<file path="src/rtl/strobe_ser_pkg.sv">
package strobe_ser_pkg;
  localparam int unsigned DATA_W_DEF  = 22;
  localparam int unsigned AUX_W_DEF   = 2;
  localparam int unsigned SYNC_N_DEF  = 2;
  // start + stop slots around the word
  localparam int unsigned FRAME_EXTRA = 2;

  function automatic int unsigned frame_len(input int unsigned word_w);
    return word_w + FRAME_EXTRA;
  endfunction
endpackage

</file>
<file path="src/rtl/strobe_ser_sync.sv">
module strobe_ser_sync #(
  parameter int unsigned STAGES = 2
) (
  input  logic clk_i,
  input  logic rst_ni,
  input  logic async_i,
  output logic rise_o
);
  logic [STAGES:0] q;

  always_ff @(posedge clk_i or negedge rst_ni) begin
    if (!rst_ni) q[0] <= 1'b0;
    else         q[0] <= async_i;
  end

  for (genvar i = 1; i <= STAGES; i++) begin : g_stage
    always_ff @(posedge clk_i or negedge rst_ni) begin
      if (!rst_ni) q[i] <= 1'b0;
      else         q[i] <= q[i-1];
    end
  end

  assign rise_o = q[STAGES-1] & ~q[STAGES];
endmodule

</file>
<file path="src/rtl/strobe_ser_slot_timer.sv">
module strobe_ser_slot_timer (
  input  logic clk_i,
  input  logic rst_ni,
  input  logic half_rate_i,
  output logic tick_o,
  output logic bit_en_o
);
  logic phase_q;

  // tick ends a slot; in half-rate mode only every second cycle
  assign tick_o = ~half_rate_i | phase_q;

  always_ff @(posedge clk_i or negedge rst_ni) begin
    if (!rst_ni) begin
      phase_q  <= 1'b0;
      bit_en_o <= 1'b0;
    end else begin
      phase_q  <= half_rate_i ? ~phase_q : 1'b0;
      bit_en_o <= tick_o;
    end
  end
endmodule

</file>
<file path="src/rtl/strobe_ser_holder.sv">
module strobe_ser_holder #(
  parameter int unsigned WORD_W = 24
) (
  input  logic              clk_i,
  input  logic              rst_ni,
  input  logic              rise_i,
  input  logic              enable_i,
  input  logic [WORD_W-1:0] word_i,
  input  logic              take_i,
  output logic              full_o,
  output logic [WORD_W-1:0] word_o,
  output logic              overrun_o
);
  logic edge_ok, accept, collide;

  assign edge_ok = rise_i & enable_i;
  assign accept  = edge_ok & (~full_o | take_i);
  assign collide = edge_ok & full_o & ~take_i;

  always_ff @(posedge clk_i or negedge rst_ni) begin
    if (!rst_ni) begin
      full_o    <= 1'b0;
      word_o    <= '0;
      overrun_o <= 1'b0;
    end else begin
      if (accept) begin
        word_o <= word_i;
        full_o <= 1'b1;
      end else if (take_i) begin
        full_o <= 1'b0;
      end
      if (collide) overrun_o <= 1'b1;
    end
  end
endmodule

</file>
<file path="src/rtl/strobe_ser_shifter.sv">
module strobe_ser_shifter #(
  parameter int unsigned WORD_W = 24
) (
  input  logic              clk_i,
  input  logic              rst_ni,
  input  logic              tick_i,
  input  logic              full_i,
  input  logic [WORD_W-1:0] word_i,
  output logic              take_o,
  output logic              ser_o
);
  localparam int unsigned FRAME_W = strobe_ser_pkg::frame_len(WORD_W);
  localparam int unsigned CNT_W   = $clog2(FRAME_W + 1);

  logic [FRAME_W-1:0] shreg_q;
  logic [CNT_W-1:0]   left_q;
  logic               last_slot;

  assign last_slot = (left_q <= CNT_W'(1));
  assign take_o    = tick_i & last_slot & full_i;
  assign ser_o     = shreg_q[0];

  always_ff @(posedge clk_i or negedge rst_ni) begin
    if (!rst_ni) begin
      shreg_q <= '0;
      left_q  <= '0;
    end else if (tick_i) begin
      if (!last_slot) begin
        shreg_q <= {1'b0, shreg_q[FRAME_W-1:1]};
        left_q  <= left_q - CNT_W'(1);
      end else if (full_i) begin
        shreg_q <= {1'b0, word_i, 1'b1};
        left_q  <= CNT_W'(FRAME_W);
      end else begin
        shreg_q <= '0;
        left_q  <= '0;
      end
    end
  end
endmodule

</file>
<file path="src/rtl/strobe_ser_top.sv">
module strobe_ser_top #(
  parameter int unsigned DATA_W = strobe_ser_pkg::DATA_W_DEF,
  parameter int unsigned AUX_W  = strobe_ser_pkg::AUX_W_DEF,
  parameter int unsigned SYNC_N = strobe_ser_pkg::SYNC_N_DEF
) (
  input  logic              clk_i,
  input  logic              rst_ni,
  input  logic              locked_i,
  input  logic              half_rate_i,
  input  logic              strobe_i,
  input  logic [DATA_W-1:0] data_i,
  input  logic [AUX_W-1:0]  aux_i,
  output logic              ser_o,
  output logic              bit_en_o,
  output logic              overrun_o
);
  localparam int unsigned WORD_W = DATA_W + AUX_W;

  logic              rise, tick, take, full;
  logic [WORD_W-1:0] held;

  strobe_ser_sync #(.STAGES(SYNC_N)) u_sync (
    .clk_i(clk_i), .rst_ni(rst_ni), .async_i(strobe_i), .rise_o(rise)
  );

  strobe_ser_slot_timer u_timer (
    .clk_i(clk_i), .rst_ni(rst_ni), .half_rate_i(half_rate_i),
    .tick_o(tick), .bit_en_o(bit_en_o)
  );

  strobe_ser_holder #(.WORD_W(WORD_W)) u_hold (
    .clk_i(clk_i), .rst_ni(rst_ni), .rise_i(rise), .enable_i(locked_i),
    .word_i({aux_i, data_i}), .take_i(take), .full_o(full),
    .word_o(held), .overrun_o(overrun_o)
  );

  strobe_ser_shifter #(.WORD_W(WORD_W)) u_shift (
    .clk_i(clk_i), .rst_ni(rst_ni), .tick_i(tick), .full_i(full),
    .word_i(held), .take_o(take), .ser_o(ser_o)
  );
endmodule

</file>
<file path="config.mk">
export PLATFORM = sky130hd
export DESIGN_NAME = strobe_ser_top
export DESIGN_NICKNAME = d
export VERILOG_FILES = /design/src/rtl/strobe_ser_pkg.sv /design/src/rtl/strobe_ser_sync.sv /design/src/rtl/strobe_ser_slot_timer.sv /design/src/rtl/strobe_ser_holder.sv /design/src/rtl/strobe_ser_shifter.sv /design/src/rtl/strobe_ser_top.sv
export SDC_FILE = /design/constraint.sdc
export NUM_CORES = 1
export LEC_CHECK = 0
export BUFFER_PORTS_ARGS = -buffer_cell sky130_fd_sc_hd__buf_2
export CELL_PAD_IN_SITES_DETAIL_PLACEMENT = 0
export CELL_PAD_IN_SITES_GLOBAL_PLACEMENT = 1
export CORE_AREA = 2 2 80 82
export DETAILED_ROUTE_END_ITERATION = 8
export DIE_AREA = 0 0 82 84
export PLACE_DENSITY_LB_ADDON = 0.1
export SLEW_MARGIN = 20
export SYNTH_ARGS = -nofsm -noshare
export SYNTH_HDL_FRONTEND = slang
export SYNTH_SLANG_ARGS = --single-unit
</file>
<file path="constraint.sdc">
create_clock -name clk_i -period 3.6 [get_ports clk_i]
set_input_delay 0.18 -clock clk_i [delete_from_list [all_inputs] [get_ports clk_i]]
set_output_delay 0.18 -clock clk_i [all_outputs]
set_load 0.01 [all_outputs]
</file>
## Word level (Yosys, flattened, before mapping)

Index checks and enable logic that the tools add are counted.

- Flip-flop bits (word level): 62
- Latch bits: 0
- RAM bits: 0
- Bits in read-only memories: 0
- Output and inout bits: 3
- Word-level logic and storage cells: 34
- Memories: 0

- $add $sub $neg: 1
- Multipliers: 0
- Divide/modulo/power cells: 0
- Order comparisons: 1
- Equal/unequal tests: 0
- Shift operators: 0
- Multiplexer cells: 7
- Bitwise gates (word level): 14
- Reductions and logical operators: 1

Operators with widths:

| kind | count |
|---|---|
| $mux W26 | 1 |
| $mux W25 | 1 |
| $mux W5 | 2 |
| $and A1 B1 Y1 | 7 |
| $le A5 B1 Y1 const B | 1 |
| $not A1 Y1 | 5 |
| $sub A5 B1 Y5 const B | 1 |
| $mux W1 | 3 |
| $or A1 B1 Y1 | 2 |
| $reduce_bool A2 Y1 | 1 |

## Longest topological paths before layout

Gate-level depths: netlist (run 1).

- Depth after elaboration: 7
- Depth in mapped cells: 7
- Gate-level depth less buffers: 5

## Hierarchy

Synthesis (run 1) repeated with hierarchy kept, for this count alone.

- Cells, all modules: 237
- Area total of the unflattened synthesis: 2,790.2 um2

Modules (own cells, without submodules):

| module | instances | cells an instance | area each (um2) | seq. area each (um2) |
|---|---|---|---|---|
| strobe_ser_shifter | 1 | 171 | 1,549.0 | 750.7 |
| strobe_ser_holder | 1 | 58 | 1,089.8 | 650.6 |
| strobe_ser_sync | 1 | 4 | 88.8 | 75.1 |
| strobe_ser_slot_timer | 1 | 4 | 62.6 | 50.0 |

## Worst setup path before layout (run 1)

No wires, ideal clock.

- Path type: register to register
- Start: reg u_shift.left_q[1]
- End: reg u_hold.word_o[10]
- Data arrival time: 1.643 ns
- Slack: 1.832 ns
- Stages on the path, launching flop included: 8
- Buffers on the path: 2
- Clock period less this slack: 1.768 ns
- Cell sequence: dfrtp_1 > inv_1 > ha_1 > nor2b_1 > a2111o_1 > buf_6 > buf_12 > mux2_4

- Word-level cells in the longest chain between the ends: 5

RTL lines:

| item | RTL line | RTL |
|---|---|---|
| start, declared | strobe_ser_shifter.sv:16 | `logic [CNT_W-1:0] left_q;` |
| start signal, assigned | strobe_ser_shifter.sv:30 | `left_q <= left_q - CNT_W'(1);` |
| start signal, assigned | strobe_ser_shifter.sv:33 | `left_q <= CNT_W'(FRAME_W);` |
| $le A5 B1 Y1 | strobe_ser_shifter.sv:19 | `assign last_slot = (left_q <= CNT_W'(1));` |
| $and A1 B1 Y1 (2 in series) | strobe_ser_shifter.sv:20 | `assign take_o = tick_i & last_slot & full_i;` |
| $or A1 B1 Y1 | strobe_ser_holder.sv:17 | `assign accept = edge_ok & (~full_o \| take_i);` |
| $and A1 B1 Y1 | strobe_ser_holder.sv:17 |  |
| end signal, assigned | strobe_ser_holder.sv:27 | `word_o <= word_i;` |
| end, declared | strobe_ser_holder.sv:11 | `output logic [WORD_W-1:0] word_o,` |

Every way passes these cells.
A chain may end at the register's enable or synchronous reset.

## Worst setup path in the final report (run 1)

- Start: reg u_hold.full_o
- End: reg u_hold.word_o[22]

- Word-level cells in the longest chain between the ends: 3

RTL lines:

| item | RTL line | RTL |
|---|---|---|
| start, declared | strobe_ser_holder.sv:10 | `output logic full_o,` |
| start signal, assigned | strobe_ser_holder.sv:22 | `full_o <= 1'b0;` |
| start signal, assigned | strobe_ser_holder.sv:28 | `full_o <= 1'b1;` |
| start signal, assigned | strobe_ser_holder.sv:30 | `full_o <= 1'b0;` |
| $and A1 B1 Y1 or $not A1 Y1 (tied branches) | strobe_ser_shifter.sv:20, strobe_ser_holder.sv:17 |  |
| $or A1 B1 Y1 (*) | strobe_ser_holder.sv:17 |  |
| $and A1 B1 Y1 (*) | strobe_ser_holder.sv:17 |  |

Mark *: on every way between the ends. The rest lies on a longest branch, timed or not.

==> summary.txt, run 1 <==
Global routing
  • Global-route wire length before repair: 9.32 mm
  • Initial antenna violation count: 0
  • Grt ovf: 0
  • Via count of the first global-routing pass: 1953
  • Global-route usage over all layers: 17.8%
  • Largest net degree at the start of global routing: 54

Placed design
  • GPL Wtd Cong: 0.723
  • DP Wirelength: 3.36 mm
  • Place WS: 1000 ps
  • Post-DP Area: 2960 um^2
  • Port-buffer cells: 31
  • Placed cell count: 336

Timing
  • Clock Skew: 6.82 ps
  • Unrepaired setup endpoints after global routing: no
  • Final-report setup violation count: 0
  • Fin crit share: 71.3%
  • Fin. Hold Viols: 0
  • WHS: 68.8 ps
  • Setup_tns: 0 ps
  • Rel. slew slack: 34.3%
  • Fmax: 0.390 GHz
  • Worst Slack Setup Final: 1030 ps
  • Min Tclk post-route: 2570 ps
  • Worst Tran Pin Value: 986 ps
  • Slew Limit Fails: 0

Setup path
  • Slowest library cell on the worst path: dfrtp_1
  • Critical path class: reg2reg
  • Worst Path Max Fanout: 31
  • Crit path cell chain: nor2b_1 -> a2111o_1 -> buf_4 -> mux2_1
  • Worst Path Required: 3810 ps
  • CP endpoint kind: flip-flop
  • Startpoint types: flip-flop
  • Crit path arrival time: 2780 ps
  • Delay of the slowest critical-path stage: 990 ps

CTS
  • Post-CTS Setup Bufs: 0
  • Worst skew pair latency: 330 ps
  • Hold-fix buffer count after cts: 2
  • Clock tree from TritonCTS: yes
  • CTS buffer count: 9
  • CTS Buffer Depth: 2
  • Clock sink count: 61
  • CTS clk-pin slew, worst paths: 70 ps
  • Htree depth: 3
  • Cts repair resizes: 0
  • Clk root buf: clkbuf_8

Detailed routing
  • Routed length per instance: 15.3 um
  • Number of DRC markers in iteration 0: 88
  • Post-route ant nets: 0
  • Routed vias: 2007
  • Drt drc: 0
  • Final WL: 5.40 mm
  • Via/cell ratio: 5.67
  • Drt pass-1 iters: 4

Hold path
  • Worst hold path class: in2reg

Synthesis
  • Synth Register Bits: 61
  • Register area share after synthesis: 54.7%
  • Avg Cell Area, Syn: 11.3 um^2
  • Top FF cell, synth: dfrtp_1
  • YS warnings: 0
  • Syn nets: 277
  • Post-synthesis cell type count: 36
  • Post-Synthesis Cells: 246
  • Post-synth EDFFs: 0
  • Post-synth ARST share: 100%
  • Syn Std Cell Area: 2790 um^2

Floorplanning
  • Die height: 84 um
  • Core Box Area: 6100 um^2
  • Row Count: 29
  • Initial cell density of the core: 45.8%
  • Die X: 82 um
  • Die area: 6890 um^2
  • I/O pin cnt: 32

Power
  • Max VDD drop: 0.384 mV
  • Pleak: 1.43 nW
  • P per Cell Area: 897 nW/um^2
  • Total power: 2.90 mW

Final layout
  • Area Overhead vs Synth: 15.9%
  • Share of cells above drive strength 1: 28.2%
  • ANT cells: 0
  • Most frequent cells in the layout: dfrtp_1 (61), buf_2 (31), o21ai_0 (26), nor2_1 (25), a31oi_1 (24)
  • Fin util: 53.1%
  • Post-Layout Cell Count: 354
  • Final Net Count: 303
  • Post-route cell area: 3230 um^2
  • Most common cell after layout, fill and taps aside: dfrtp_1

Outcome
  • Status: finished, final reports clean

Run
  • Max Cap Viol: 0
-- final cells by class --
| class | instances | area (um^2) |
|---|---|---|
| sequential | 61 | 1530 |
| clock inverter | 5 | 106 |
| fill | 567 | 2860 |
| tap | 77 | 96.3 |
| multi-input combinational | 158 | 1120 |
| timing repair buffer | 39 | 220 |
| inverter | 3 | 11.3 |
| clock buffer | 11 | 151 |
-- critical path: cells and delay by family (launching register included) --
family	cells	cell delay (ps)
compound gates	1	490
buf+inv	1	380
flops	1	990
mux	1	350
simple gates	1	230
-- registers in the layout, indices dropped and copies added, names as in the netlist --
signal / count
u_hold.overrun_o: 1
u_shift.left_q: 5
u_shift.shreg_q: 25
u_sync.q: 3
u_hold.full_o: 1
u_hold.word_o: 24
u_timer.phase_q: 1
u_timer.bit_en_o: 1
-- synthesized netlist by cell type (all sizes together) (3+ instances only) --
master | n | area, um^2
a31oi | 24 | 150
buf | 5 | 61.3
clkbuf | 19 | 71.3
dfrtp | 61 | 1530
mux2 | 26 | 368
nand2 | 6 | 22.5
nand4 | 23 | 144
nor2 | 25 | 93.8
o21ai | 28 | 140
o31ai | 3 | 22.5
-- layer usage --
layer / wire, um / share of wire, % / vias to the layer above / GRT usage (%)
met1: 2560 / 47 / 990 / 24.8
met3: 231 / 4.3 / 6 / 3.14
li1: - / - / 961 / -
met4: 85 / 1.6 / 0 / 8.64
met2: 2530 / 47 / 50 / 26.5
met5: 0 / 0 / - / 0
-- cell families (layout without fill, tap and decap cells) --
logic type	count (synthesis)	after routing	share of synthesized area, %
adder cells (fa/ha/maj)	2	2	0.897
flip-flops	61	61	54.7
AO/OA/AOI/OAI	64	64	13.9
buffers and inverters	27	58	5.16
AND/OR/NAND/NOR	66	66	12.2
multiplexers	26	26	13.2
-- worst paths after layout --
check                      slack [ps]             endpoint          start  cells after the start
setup / recovery                 1030    u_hold.word_o[22]  u_hold.full_o                      4
hold / removal                     70    u_hold.word_o[22]       aux_i[0]                      2
setup reg to reg                 1030    u_hold.word_o[22]  u_hold.full_o                      4
hold reg to reg                   370          u_sync.q[1]    u_sync.q[0]                      0
max in group asynchronous        2320  u_shift.shreg_q[14]         rst_ni                      3
min in group asynchronous         460          u_sync.q[2]         rst_ni                      2
-- power breakdown --
part           switching [mW]  internal [mW]
clock network           0.267          0.499
logic                   0.476          0.433
registers               0.242          0.985
total                   0.986           1.92
(Power assumes the default switching activity.)
==> run 2, diff against run 1 <==
--- a/config.mk
+++ b/config.mk
@@ -8,9 +8,9 @@
 export BUFFER_PORTS_ARGS = -buffer_cell sky130_fd_sc_hd__buf_2
 export CELL_PAD_IN_SITES_DETAIL_PLACEMENT = 0
 export CELL_PAD_IN_SITES_GLOBAL_PLACEMENT = 1
-export CORE_AREA = 2 2 80 82
+export CORE_AREA = 2 2 81 83
 export DETAILED_ROUTE_END_ITERATION = 8
-export DIE_AREA = 0 0 82 84
+export DIE_AREA = 0 0 83 85
 export PLACE_DENSITY_LB_ADDON = 0.1
 export SLEW_MARGIN = 20
 export SYNTH_ARGS = -nofsm -noshare
==> constraint.sdc (replaced) <==
create_clock -name clk_i -period 2.44 [get_ports clk_i]
set_input_delay 0.122 -clock clk_i [delete_from_list [all_inputs] [get_ports clk_i]]
set_output_delay 0.122 -clock clk_i [all_outputs]
set_load 0.01 [all_outputs]
==> run 2 against run 1 <==
Flip-flop and latch count stayed put. Sequential power is 43% higher. Critical path depth increased by 2. Largest cell class unchanged.
==> summary.txt, run 2 (synthesis results as in run 1) <==
Timing
  • Min Tclk post-route: 1880 ps (-683 ps)
  • Worst Slack Setup Final: 556 ps (-477 ps)
  • Clock Skew: 5.78 ps (-1.05 ps)
  • Fin crit share: 77.2% (+5.9 points)
  • Final-report setup violation count: 0 (unchanged)
  • Setup_tns: 0 ps (unchanged)
  • Worst Tran Pin Value: 570 ps (-417 ps)
  • Fin. Hold Viols: 0 (unchanged)
  • Rel. slew slack: 62.0% (+28 points)
  • WHS: 12.0 ps (-56.7 ps)
  • Unrepaired setup endpoints after global routing: no
  • Slew Limit Fails: 0 (unchanged)
  • Fmax: 0.531 GHz (+36%)

Placed design
  • DP Wirelength: 3.58 mm (+6.7%)
  • Place WS: 559 ps (-443 ps)
  • GPL Wtd Cong: 0.732 (+1.3%)
  • Post-DP Area: 2990 um^2 (+1.3%)
  • Port-buffer cells: 31 (unchanged)

Global routing
  • Largest net degree at the start of global routing: 29 (-46%)
  • Global-route wire length before repair: 9.82 mm (+5.4%)
  • Initial antenna violation count: 0 (unchanged)
  • Grt ovf: 0 (unchanged)
  • Global-route usage over all layers: 17.4% (-0.35 points)
  • Via count of the first global-routing pass: 2054 (+5.2%)

Setup path
  • Delay of the slowest critical-path stage: 430 ps (-560 ps)
  • Worst Path Max Fanout: 16 (-48%)
  • Slowest library cell on the worst path: dfrtp_1
  • CP endpoint kind: flip-flop
  • Top delay family on crit path: flip-flops
  • Crit path cell chain: inv_1 -> ha_1 -> nor2b_1 -> a2111o_1 -> buf_4 -> mux2_1
  • Critical path class: reg2reg
  • Worst Path Required: 2650 ps (-1160 ps)
  • Startpoint types: flip-flop
  • Crit path buf inv count: 2 (+1)
  • Crit path arrival time: 2090 ps (-690 ps)

Final layout
  • Share of cells above drive strength 1: 29.2% (+1.1 points)
  • Final Net Count: 310 (+2.3%)
  • Register bank with the most flops: u_shift.shreg_q
  • Max FFs per register: 25 (unchanged)
  • Area Overhead vs Synth: 17.5%
  • ANT cells: 0 (unchanged)
  • Fill cells: 564 (-0.53%)
  • Regs by FF count: u_shift.shreg_q (25), u_hold.word_o (24), u_shift.left_q (5)
  • Post-route cell area: 3280 um^2 (+1.4%)
  • Most frequent cells in the layout: dfrtp_1 (61), buf_2 (31), o21ai_0 (26), nor2_1 (25), a31oi_1 (24)
  • Most common cell after layout, fill and taps aside: dfrtp_1
  • Fin util: 52.8% (-0.23 points)

CTS
  • CTS clk-pin slew, worst paths: 70 ps (about the same)
  • Clock tree from TritonCTS: yes
  • CTS Buffer Depth: 2 (unchanged)
  • Clock sink count: 61 (unchanged)
  • Clk root buf: clkbuf_8
  • CTS buffer count: 9 (unchanged)
  • Worst skew pair latency: 330 ps (about the same)
  • Htree depth: 3 (unchanged)

Floorplanning
  • Initial cell density of the core: 45.0% (-0.80 points)
  • Die height: 85 um (+1.2%)
  • Die area: 7060 um^2 (+2.4%)
  • Die X: 83 um (+1.2%)
  • Row Count: 29 (unchanged)
  • Core Box Area: 6200 um^2 (+1.8%)
  • I/O pin cnt: 32 (unchanged)

Power
  • Max VDD drop: 0.532 mV (+39%)
  • Pleak: 1.46 nW (+2.2%)
  • P per Cell Area: 1300 nW/um^2 (+45%)

Detailed routing
  • Post-route ant nets: 0 (unchanged)
  • Via/cell ratio: 5.45 (-3.8%)
  • Routed length per instance: 15.2 um (-0.40%)
  • Number of DRC markers in iteration 0: 71 (-19%)
  • Met1 WL: 2.76 mm (+7.9%)
  • Top Layer Used: met4
  • Routed vias: 1968 (-1.9%)
  • Drt pass-1 iters: 4 (unchanged)
  • Met2 WL: 2.44 mm (-3.6%)
  • Final WL: 5.49 mm (+1.6%)
  • Drt drc: 0 (unchanged)
  • Met3 WL post-DR: 172 um (-26%)

Run
  • Max Cap Viol: 0 (unchanged)

Outcome
  • Status: finished, final reports clean

Hold path
  • Worst hold path class: in2reg
-- run 2: cell types whose count changed in the layout (fill, tap and decap cells not counted) --
cell	change
clkbuf_8	+2
clkinv_4	-1
clkinv_2	+1
clkinvlp_4	-1
buf_4	+5
bufinv_16	-1
dlygate4sd3_1	+2
-- run 2: area by class of cell --
cell class / instances / area (um^2) / area share, %
Timing Repair Buffer: 46 / 278 / 8.47
Inverter: 3 / 11.3 / 0.344
Multi-Input combinational cell: 158 / 1120 / 34.2
Sequential cell: 61 / 1530 / 46.6
Clock buffer: 13 / 179 / 5.46
Clock inverter: 3 / 65.1 / 1.98
Tap cell: 77 / 96.3 / 2.94
-- run 2: power by group --
group	leakage, nW	switching (mW)	internal (mW)	total, mW
Clock	0.126	0.380	0.685	1.07
Sequential	0.717	0.302	1.45	1.76
Combinational	0.614	0.758	0.671	1.43
-- run 2: per-stage QoR --
step	instances	power, mW
floorplan	246	2.81
global placement	341	3.19
detailed placement	341	3.20
CTS	361	4.29
global route	361	4.59
finish	361	4.25
-- run 2: worst paths after layout --
path | from | to | slack (ps) | depth (start not counted)
max | u_shift.left_q[1] | u_hold.word_o[22] | 560 | 6
min | data_i[0] | u_hold.word_o[0] | 10 | 2
max reg2reg | u_shift.left_q[1] | u_hold.word_o[22] | 560 | 6
min reg2reg | u_sync.q[0] | u_sync.q[1] | 360 | 0
max in group asynchronous | rst_ni | u_shift.shreg_q[5] | 1500 | 3
min in group asynchronous | rst_ni | u_sync.q[1] | 270 | 2
-- run 2: metal layers --
| metal | vias to the layer above | GRT usage, % |
|---|---|---|
| li1 | 971 | - |
| met1 | 952 | 24.3 |
| met2 | 35 | 26.2 |
| met3 | 10 | 3.50 |
| met4 | 0 | 8.64 |
| met5 | - | 0 |
-- run 2: what timing repair did --
| item | in CTS | in global routing |
|---|---|---|
| endpoints found under the hold margin | 22 | 0 |
| hold buffers | 4 | 0 |
| gates resized for setup | 0 | 0 |
| buffers inserted | 0 | 0 |
